===== src/rtl/sparse_merge_pkg.sv =====
package sparse_merge_pkg;
    typedef enum logic [2:0] {
        ST_MERGE,
        ST_TAIL_A,
        ST_TAIL_B,
        ST_SKIP_A,
        ST_SKIP_B,
        ST_FINISH
    } merge_state_e;
endpackage


===== src/rtl/smu_pick.sv =====
// Compares the two heads, decides which input(s) step, and forms the result.
module smu_pick #(
    parameter int COORD_W = 16,
    parameter int VALUE_W = 16
) (
    input  logic               mode_add,
    input  logic [COORD_W-1:0] a_coord,
    input  logic [VALUE_W-1:0] a_value,
    input  logic [COORD_W-1:0] b_coord,
    input  logic [VALUE_W-1:0] b_value,
    output logic               take_a,
    output logic               take_b,
    output logic               emit,
    output logic [COORD_W-1:0] res_coord,
    output logic [VALUE_W-1:0] res_value
);
    localparam int PROD_W = 2 * VALUE_W;

    logic [PROD_W-1:0]  product;
    logic [VALUE_W-1:0] sum;

    always_comb begin
        take_a    = (a_coord <= b_coord);
        take_b    = (b_coord <= a_coord);
        emit      = mode_add || (take_a && take_b);
        res_coord = take_a ? a_coord : b_coord;
        // Low half of an unsigned product equals low half of the signed one.
        product   = PROD_W'(a_value) * PROD_W'(b_value);
        sum       = a_value + b_value;
        if (take_a && take_b) begin
            res_value = mode_add ? sum : product[VALUE_W-1:0];
        end else begin
            res_value = take_a ? a_value : b_value;
        end
    end
endmodule


===== src/rtl/smu_result_hold.sv =====
// One pending result plus the output register; the pending entry only
// becomes visible once its successor (or the end of the vector) is known.
module smu_result_hold #(
    parameter int COORD_W = 16,
    parameter int VALUE_W = 16
) (
    input  logic               clk,
    input  logic               rst_n,
    input  logic               push,
    input  logic [COORD_W-1:0] push_coord,
    input  logic [VALUE_W-1:0] push_value,
    input  logic               close,
    input  logic               out_ready,
    output logic               can_push,
    output logic               can_close,
    output logic               out_valid,
    output logic [COORD_W-1:0] out_coord,
    output logic [VALUE_W-1:0] out_value,
    output logic               out_last,
    output logic               out_empty
);
    logic               pend_valid;
    logic [COORD_W-1:0] pend_coord;
    logic [VALUE_W-1:0] pend_value;
    logic               out_free;

    always_comb begin
        out_free  = !out_valid || out_ready;
        can_push  = !pend_valid || out_free;
        can_close = out_free;
    end

    always_ff @(posedge clk) begin
        if (!rst_n) begin
            pend_valid <= 1'b0;
            pend_coord <= '0;
            pend_value <= '0;
            out_valid  <= 1'b0;
            out_coord  <= '0;
            out_value  <= '0;
            out_last   <= 1'b0;
            out_empty  <= 1'b0;
        end else begin
            if (out_valid && out_ready) begin
                out_valid <= 1'b0;
            end
            if (push) begin
                if (pend_valid) begin
                    out_valid <= 1'b1;
                    out_coord <= pend_coord;
                    out_value <= pend_value;
                    out_last  <= 1'b0;
                    out_empty <= 1'b0;
                end
                pend_valid <= 1'b1;
                pend_coord <= push_coord;
                pend_value <= push_value;
            end else if (close) begin
                out_valid  <= 1'b1;
                out_coord  <= pend_valid ? pend_coord : '0;
                out_value  <= pend_valid ? pend_value : '0;
                out_last   <= 1'b1;
                out_empty  <= !pend_valid;
                pend_valid <= 1'b0;
            end
        end
    end
endmodule


===== src/rtl/sparse_merge_unit.sv =====
module sparse_merge_unit
    import sparse_merge_pkg::*;
#(
    parameter int COORD_W = 16,
    parameter int VALUE_W = 16
) (
    input  logic               clk,
    input  logic               rst_n,
    input  logic               mode_add,
    input  logic               a_valid,
    output logic               a_ready,
    input  logic [COORD_W-1:0] a_coord,
    input  logic [VALUE_W-1:0] a_value,
    input  logic               a_last,
    input  logic               b_valid,
    output logic               b_ready,
    input  logic [COORD_W-1:0] b_coord,
    input  logic [VALUE_W-1:0] b_value,
    input  logic               b_last,
    output logic               out_valid,
    input  logic               out_ready,
    output logic [COORD_W-1:0] out_coord,
    output logic [VALUE_W-1:0] out_value,
    output logic               out_last,
    output logic               out_empty
);
    merge_state_e state_q, state_d;

    logic               take_a, take_b, emit;
    logic [COORD_W-1:0] pick_coord;
    logic [VALUE_W-1:0] pick_value;
    logic               push, close, can_push, can_close;
    logic [COORD_W-1:0] push_coord;
    logic [VALUE_W-1:0] push_value;
    logic               a_done, b_done;

    smu_pick #(.COORD_W(COORD_W), .VALUE_W(VALUE_W)) u_pick (
        .mode_add (mode_add),
        .a_coord  (a_coord),
        .a_value  (a_value),
        .b_coord  (b_coord),
        .b_value  (b_value),
        .take_a   (take_a),
        .take_b   (take_b),
        .emit     (emit),
        .res_coord(pick_coord),
        .res_value(pick_value)
    );

    smu_result_hold #(.COORD_W(COORD_W), .VALUE_W(VALUE_W)) u_hold (
        .clk       (clk),
        .rst_n     (rst_n),
        .push      (push),
        .push_coord(push_coord),
        .push_value(push_value),
        .close     (close),
        .out_ready (out_ready),
        .can_push  (can_push),
        .can_close (can_close),
        .out_valid (out_valid),
        .out_coord (out_coord),
        .out_value (out_value),
        .out_last  (out_last),
        .out_empty (out_empty)
    );

    always_ff @(posedge clk) begin
        if (!rst_n) begin
            state_q <= ST_MERGE;
        end else begin
            state_q <= state_d;
        end
    end

    always_comb begin
        state_d    = state_q;
        a_ready    = 1'b0;
        b_ready    = 1'b0;
        push       = 1'b0;
        close      = 1'b0;
        push_coord = pick_coord;
        push_value = pick_value;
        a_done     = 1'b0;
        b_done     = 1'b0;
        unique case (state_q)
            ST_MERGE: begin
                if (a_valid && b_valid && (!emit || can_push)) begin
                    a_ready = take_a;
                    b_ready = take_b;
                    push    = emit;
                    a_done  = take_a && a_last;
                    b_done  = take_b && b_last;
                    if (a_done && b_done) begin
                        state_d = ST_FINISH;
                    end else if (a_done) begin
                        state_d = mode_add ? ST_TAIL_B : ST_SKIP_B;
                    end else if (b_done) begin
                        state_d = mode_add ? ST_TAIL_A : ST_SKIP_A;
                    end
                end
            end
            ST_TAIL_A: begin
                if (a_valid && can_push) begin
                    a_ready    = 1'b1;
                    push       = 1'b1;
                    push_coord = a_coord;
                    push_value = a_value;
                    if (a_last) state_d = ST_FINISH;
                end
            end
            ST_TAIL_B: begin
                if (b_valid && can_push) begin
                    b_ready    = 1'b1;
                    push       = 1'b1;
                    push_coord = b_coord;
                    push_value = b_value;
                    if (b_last) state_d = ST_FINISH;
                end
            end
            ST_SKIP_A: begin
                if (a_valid) begin
                    a_ready = 1'b1;
                    if (a_last) state_d = ST_FINISH;
                end
            end
            ST_SKIP_B: begin
                if (b_valid) begin
                    b_ready = 1'b1;
                    if (b_last) state_d = ST_FINISH;
                end
            end
            ST_FINISH: begin
                if (can_close) begin
                    close   = 1'b1;
                    state_d = ST_MERGE;
                end
            end
            default: state_d = ST_MERGE;
        endcase
    end
endmodule


===== config.mk =====
export PLATFORM = sky130hd
export DESIGN_NAME = sparse_merge_unit
export DESIGN_NICKNAME = d
export VERILOG_FILES = /design/src/rtl/sparse_merge_pkg.sv /design/src/rtl/smu_pick.sv /design/src/rtl/smu_result_hold.sv /design/src/rtl/sparse_merge_unit.sv
export SDC_FILE = /design/constraint.sdc
export NUM_CORES = 1
export LEC_CHECK = 0
export BUFFER_PORTS_ARGS = -buffer_cell sky130_fd_sc_hd__buf_4
export CELL_PAD_IN_SITES_DETAIL_PLACEMENT = 1
export CELL_PAD_IN_SITES_GLOBAL_PLACEMENT = 2
export CORE_MARGIN = 8
export CORE_UTILIZATION = 36
export CTS_CLUSTER_DIAMETER = 200
export DETAILED_ROUTE_END_ITERATION = 10
export HOLD_SLACK_MARGIN = 0.05
export PLACE_DENSITY_LB_ADDON = 0.1
export SLEW_MARGIN = 20
export SYNTH_ARGS = -nofsm -noshare
export SYNTH_HDL_FRONTEND = slang
export SYNTH_SLANG_ARGS = --single-unit

===== constraint.sdc =====
create_clock -name clk -period 8.8 [get_ports clk]
set_input_delay 2.2 -clock clk [delete_from_list [all_inputs] [get_ports clk]]
set_output_delay 2.2 -clock clk [all_outputs]
set_load 0.02 [all_outputs]

# After elaboration in Yosys (flattened, before gate mapping)
# Index checks and enable logic that the tools add are counted.
# Widths: inputs -> output; s select.
# totals
register_bits	71
output_inout_bits	37
# op_classes
add_sub_neg	1
mul	1
n_lt_le_gt_ge	2
n_eq_ne	13
n_mux	55
reduce_logical	20
# ops
op	count
$mux 16	16
$pmux 16 s2	2
$mux 3	12
$le 16x16->1	2
$mux 1	20
$pmux 3 s6	1
$add 16x16->16	1
$mul 16x16->16	1
$ne 2x2->1 const B	6
$logic_and 1x1->1	9
$pmux 1 s3	3
$reduce_and 7->1	1
$eq 3x2->1 const B	2
$eq 3x3->1 const B	2
$logic_or 1x1->1	4
$ne 4x4->1 const B	1
$eq 3x1->1 const B	1
$logic_not 1->1	3
$logic_not 3->1	1
$mux 2	1
$ne 2x1->1 const B	1
$reduce_and 2->1	1
$reduce_bool 2->1	1

# Depth between registers and ports, before layout
# depth
ltp_word	10
ltp_mapped	22
ltp_nobuf	21

# By module
# A second synthesis with hierarchy kept.
# unflattened
cells_unflattened	1104
area_unflattened_um2	9351.5
# by_module_without_submodules
mod	n_inst	cells_each	area_per_inst_um2
smu_pick	1	723	5696.7
smu_result_hold	1	248	2747.6
sparse_merge_unit	1	133	907.1

# Worst setup path before layout
# No wires, ideal clock.
# synth_timing
path_kind	input to register
start	input b_value[1]
end	register u_hold.pend_value[15]
setup_ns	0.074
arrival_ns	7.090
t_required_ns	8.726
slack_ns	1.636
cell_stages	18
path_cell_list	clkbuf_1 -> nand2_1 -> fa_1 -> fa_1 -> fa_1 -> fa_1 -> inv_1 -> fa_1 -> inv_1 -> fa_1 -> inv_1 -> ha_1 -> a21o_1 -> a221oi_1 -> o21ai_0 -> xnor2_1 -> o21a_1 -> a31oi_1
# synth_via
elab_chain_len	5
# synth_rtl
element	line_no	source
start: declaration	sparse_merge_unit.sv:18	input logic [VALUE_W-1:0] b_value,
$mul 16x16->16 / $add 16x16->16 (equally long branches)	smu_pick.sv:28, smu_pick.sv:29	
$mux 16 (*)	smu_pick.sv:31	res_value = mode_add ? sum : product[VALUE_W-1:0];
$mux 16 (*)	smu_pick.sv:30	if (take_a && take_b) begin
$mux 16 (on tied branches)	sparse_merge_unit.sv:112, sparse_merge_unit.sv:103	
$pmux 16 s2 (*)	sparse_merge_unit.sv:85	unique case (state_q)
end signal: assignment	smu_result_hold.sv:57	pend_value <= push_value;
end: declaration	smu_result_hold.sv:24	logic [VALUE_W-1:0] pend_value;
# Mark *: on every way between the ends. The rest lies on a longest branch, timed or not.
# A chain may end at the register's enable or synchronous reset.

# Worst setup path in the final report
# layout_timing
start	input b_value[5]
end	register u_hold.pend_value[15]
# Same word-level chain as after synthesis.

==> results.md <==
- The run finished with clean final reports.
- The type of the worst setup path is input port to flop.
- The post-synthesis register bit count is 71.
- Clock-pin slew was measured on the worst setup and hold paths at 0.06 ns.
- The fraction of layout instances using a drive strength above 1 is 13.0%.
- The row count is 56.
- Yosys printed 0 warnings.
- Across every metal layer, demand over resource in global routing totals 20.5%.
- The arrival time of the worst setup path is 7.45 ns.
- The number of buffers and inverters on the critical path is 4.
- The sequential cells in the finished layout cover a total of 1420 sq um.
- The proportion of register bits with asynchronous set or reset after synthesis is 0%.
- In the routed layout, each cell is associated on average with a via count of 5.33.
- The remaining global-route overflow is 0.
- The HPWL after detailed placement is 22.8 mm.
- The signed area change from the synthesized netlist to the final layout is 15.7%.
- The tree is rooted in a clkbuf_16.
- Summing all multi-input logic gate instances after layout gives 6390 sq um.
- Between clock sinks in the finished design, the worst skew comes to 0.00784 ns.
- The library cells used most frequently in the layout, excluding fill and tap cells, are inv_1, buf_4, nand2_1.
- No sink is reached through more buffers than the 2 on the longest clock path.
- IR analysis of the VDD net gives a maximum drop of 0.164 mV.
- Measured against its own limit, the worst slew margin works out to 42.0%.
- The number of global-route vias before repair is 8,305.
- The setup fix buffers added after clock tree synthesis is 0.
- Setup violations remaining at the end of the flow were counted as 0.
- The hold-fix buffer count after cts is 0.
- The launching element type of the critical path is an input port.
- Setup repair after global routing left no endpoint under its margin.
- The static power due to leakage is 4.60 nW.
- Entering global routing, the biggest net connects 53 pins.
- The initial core utilization is 36.5%.
- The largest fanout on the critical path is 14.
- Static timing analysis puts the maximum clock frequency at 0.139 GHz.
- The summed instance area of the synthesized netlist is 8550 sq um.
- The post-place instance area is 9590 sq um.
- The netlist uses 59 different library cells.
- The post-route cell area is 9890 sq um.
- The critical path goes through buf_4 -> ha_1 -> xnor2_1 -> ha_1 -> a31oi_1 -> fa_1 -> fa_1 -> fa_1 -> inv_1 -> fa_1 -> inv_1 -> fa_1 -> inv_1 -> ha_1 -> a21o_1 -> a221oi_1 -> o21ai_0 -> xnor2_1 -> o21a_1 -> a31oi_1.
- Across the run, the number of max-cap violations was 0.
- The core region is 23,400 sq um.
- The number of filler instances in the final layout is 2,873.
- For this run, the leading register cell type out of synthesis is dfxtp_1.
- The final antenna-violating net count is 0.
- The violation count after the first detailed-route iteration is 425.
- The kind of cell with the highest combined delay along the critical path is adder cells.
- The power per cell area is 264 nW/um^2.
- The initial antenna violation count is 0.
- Sequential cells were found to cover 16.6% of the synthesized design area.
- The library cell contributing the largest single delay on the critical path is fa_1.
- The global placement routability congestion is 0.828.
- The number of buffers inserted by port buffering is 108.
- The later pin in the worst-skew pair is clocked with a latency of 0.34 ns.
- The number of buffers created by CTS is 9.
- The minimum clock period after layout is 7.18 ns.
- STA puts the critical path data required time at 9.06 ns.
- In the synthesized netlist, the number of instances is 1,034.
- The number of pins exceeding their max-slew limit in the final report is 0.
- The clock tree from TritonCTS is done.
- For the final routed database, the setup TNS stands at 0 ns.
- The slew of the pin with the lowest slew margin is 0.870 ns.
- The floorplan step defined a die boundary enclosing 28,900 sq um.
- In this design, the stage delay of the slowest critical-path cell is 0.55 ns.
- The die is 170 um wide.
- The pre-antenna-repair detailed-routing pass consisted of 5 iterations.
- Wires add up to 29.1 mm.
- The final layout contains 1,337 nets.
- The die is 170 um tall.
- The tightest hold path in the finished design has a slack of 0.499 ns.
- The kind of end point of the critical path is a flop.
- The H-tree depth is 3.
- Leaving out fill and tap cells, the most frequent cell in the layout is inv_1.
- The final count of hold timing violations is 0.
- Synthesis produced a netlist with a net count of 1,269.
- The synthesized design contains 0 enable-type register cells.
- The number of design rule violations left after detail routing is 0.
- For this design, the sink count on the clock tree is 71.
- The path category of the worst min-delay check is flop to flop.
- For this design the top-level I/O count stands at 109.
- Averaged over all synthesized cells, the footprint is 8.26 sq um.
- The most frequent cell on the critical path is fa_1.
- The share of the clock period used by the worst path after layout is 81.6%.
- The routed layout has 7,604 vias.
- The first global-routing pass estimated 46.3 mm of wire.
- The number of resized instances in the post-cts repair step is 0.
- The routed length per instance is 20.4 um.
- The count of antenna diodes in the layout is 0.
cell usage after synthesis (all sizes together) (3+ instances only):
cell type	n	area share, %
a211oi	12	1.1
a21o	10	0.88
a21oi	68	4.0
a221oi	9	0.92
a222oi	4	0.47
a22oi	35	3.1
a31oi	11	0.81
and2	68	5.0
and3	6	0.44
buf	13	0.88
clkbuf	47	2.1
dfxtp	71	17
fa	80	19
ha	83	12
inv	132	5.8
mux2i	33	3.9
nand2	90	4.0
nand2b	6	0.44
nand3	4	0.23
nand3b	3	0.26
nand4	8	0.73
nor2	60	2.6
nor2b	8	0.59
nor3	14	0.82
o211ai	8	0.70
o21a	8	0.70
o21ai	51	3.0
o22a	3	0.31
o31ai	4	0.35
or2	3	0.22
or3	3	0.22
or4	3	0.26
xnor2	36	3.7
xor2	13	1.3
power breakdown:
part | leakage, nW | internal (mW) | switching (mW)
logic | 3.87 | 0.807 | 0.997
registers | 0.577 | 0.383 | 0.0516
clock network | 0.147 | 0.222 | 0.153
worst paths after layout:
path                                     startpoint               endpoint  cells after the start  slack, ns
worst min register to register  u_hold.out_coord[2]    u_hold.out_coord[2]                      2       0.50
worst max-delay path                     b_value[5]  u_hold.pend_value[15]                     20       1.62
worst max register to register           state_q[1]   u_hold.out_value[11]                      9       6.01
worst min-delay path            u_hold.out_coord[2]    u_hold.out_coord[2]                      2       0.50
logic make-up (layout without fill, tap and decap cells):
logic type / count (synthesis) / after routing / share of synthesized area (%)
AO/OA/AOI/OAI: 244 / 244 / 18.4
XOR/XNOR: 50 / 50 / 5.29
adder cells (fa/ha/maj): 163 / 163 / 30.9
buffers and inverters: 193 / 266 / 8.78
flip-flops: 71 / 71 / 16.6
multiplexers: 34 / 34 / 4.00
AND/OR/NAND/NOR: 279 / 279 / 16.0
state kept, by name, summed over array words and instances (netlist names):
register,cells
u_hold.out_coord,16
u_hold.out_value,16
u_hold.pend_coord,16
u_hold.pend_value,16
state_q,3
u_hold.out_empty,1
u_hold.out_last,1
u_hold.out_valid,1
u_hold.pend_valid,1
tightest hold or removal path: cells and delay by family (launching register included):
family / cells / cell delay [ns]
simple gates: 1 / 0.07
compound gates: 1 / 0.07
flops: 1 / 0.32
cell type report:
| class | count | share of cell area (%) |
|---|---|---|
| timing repair buffer | 117 | 8.88 |
| tap | 319 | 4.04 |
| multi-input combinational | 770 | 64.6 |
| clock buffer | 9 | 2.28 |
| clock inverter | 7 | 0.784 |
| inverter | 133 | 5.05 |
| sequential | 71 | 14.4 |
per-layer routing:
metal  up-vias  track usage, %  wire, um
li1       3621               -         -
met1      3836            27.6     14200
met2       135            34.0     13400
met3        12            4.10      1270
met4         0            2.94       186
met5         -               0         0
through the flow:
stage	util [%]	cells	power [mW]	worst slack, ns
after floorplan	-	1034	1.78	1.64
after global placement	41.0	1410	2.24	1.35
after detailed placement	41.0	1410	2.26	1.22
after CTS	42.3	1426	2.65	1.58
after global routing	42.3	1426	2.89	1.33
final	42.3	1426	2.61	1.62
Note: power is estimated with default switching activity, not from simulation.
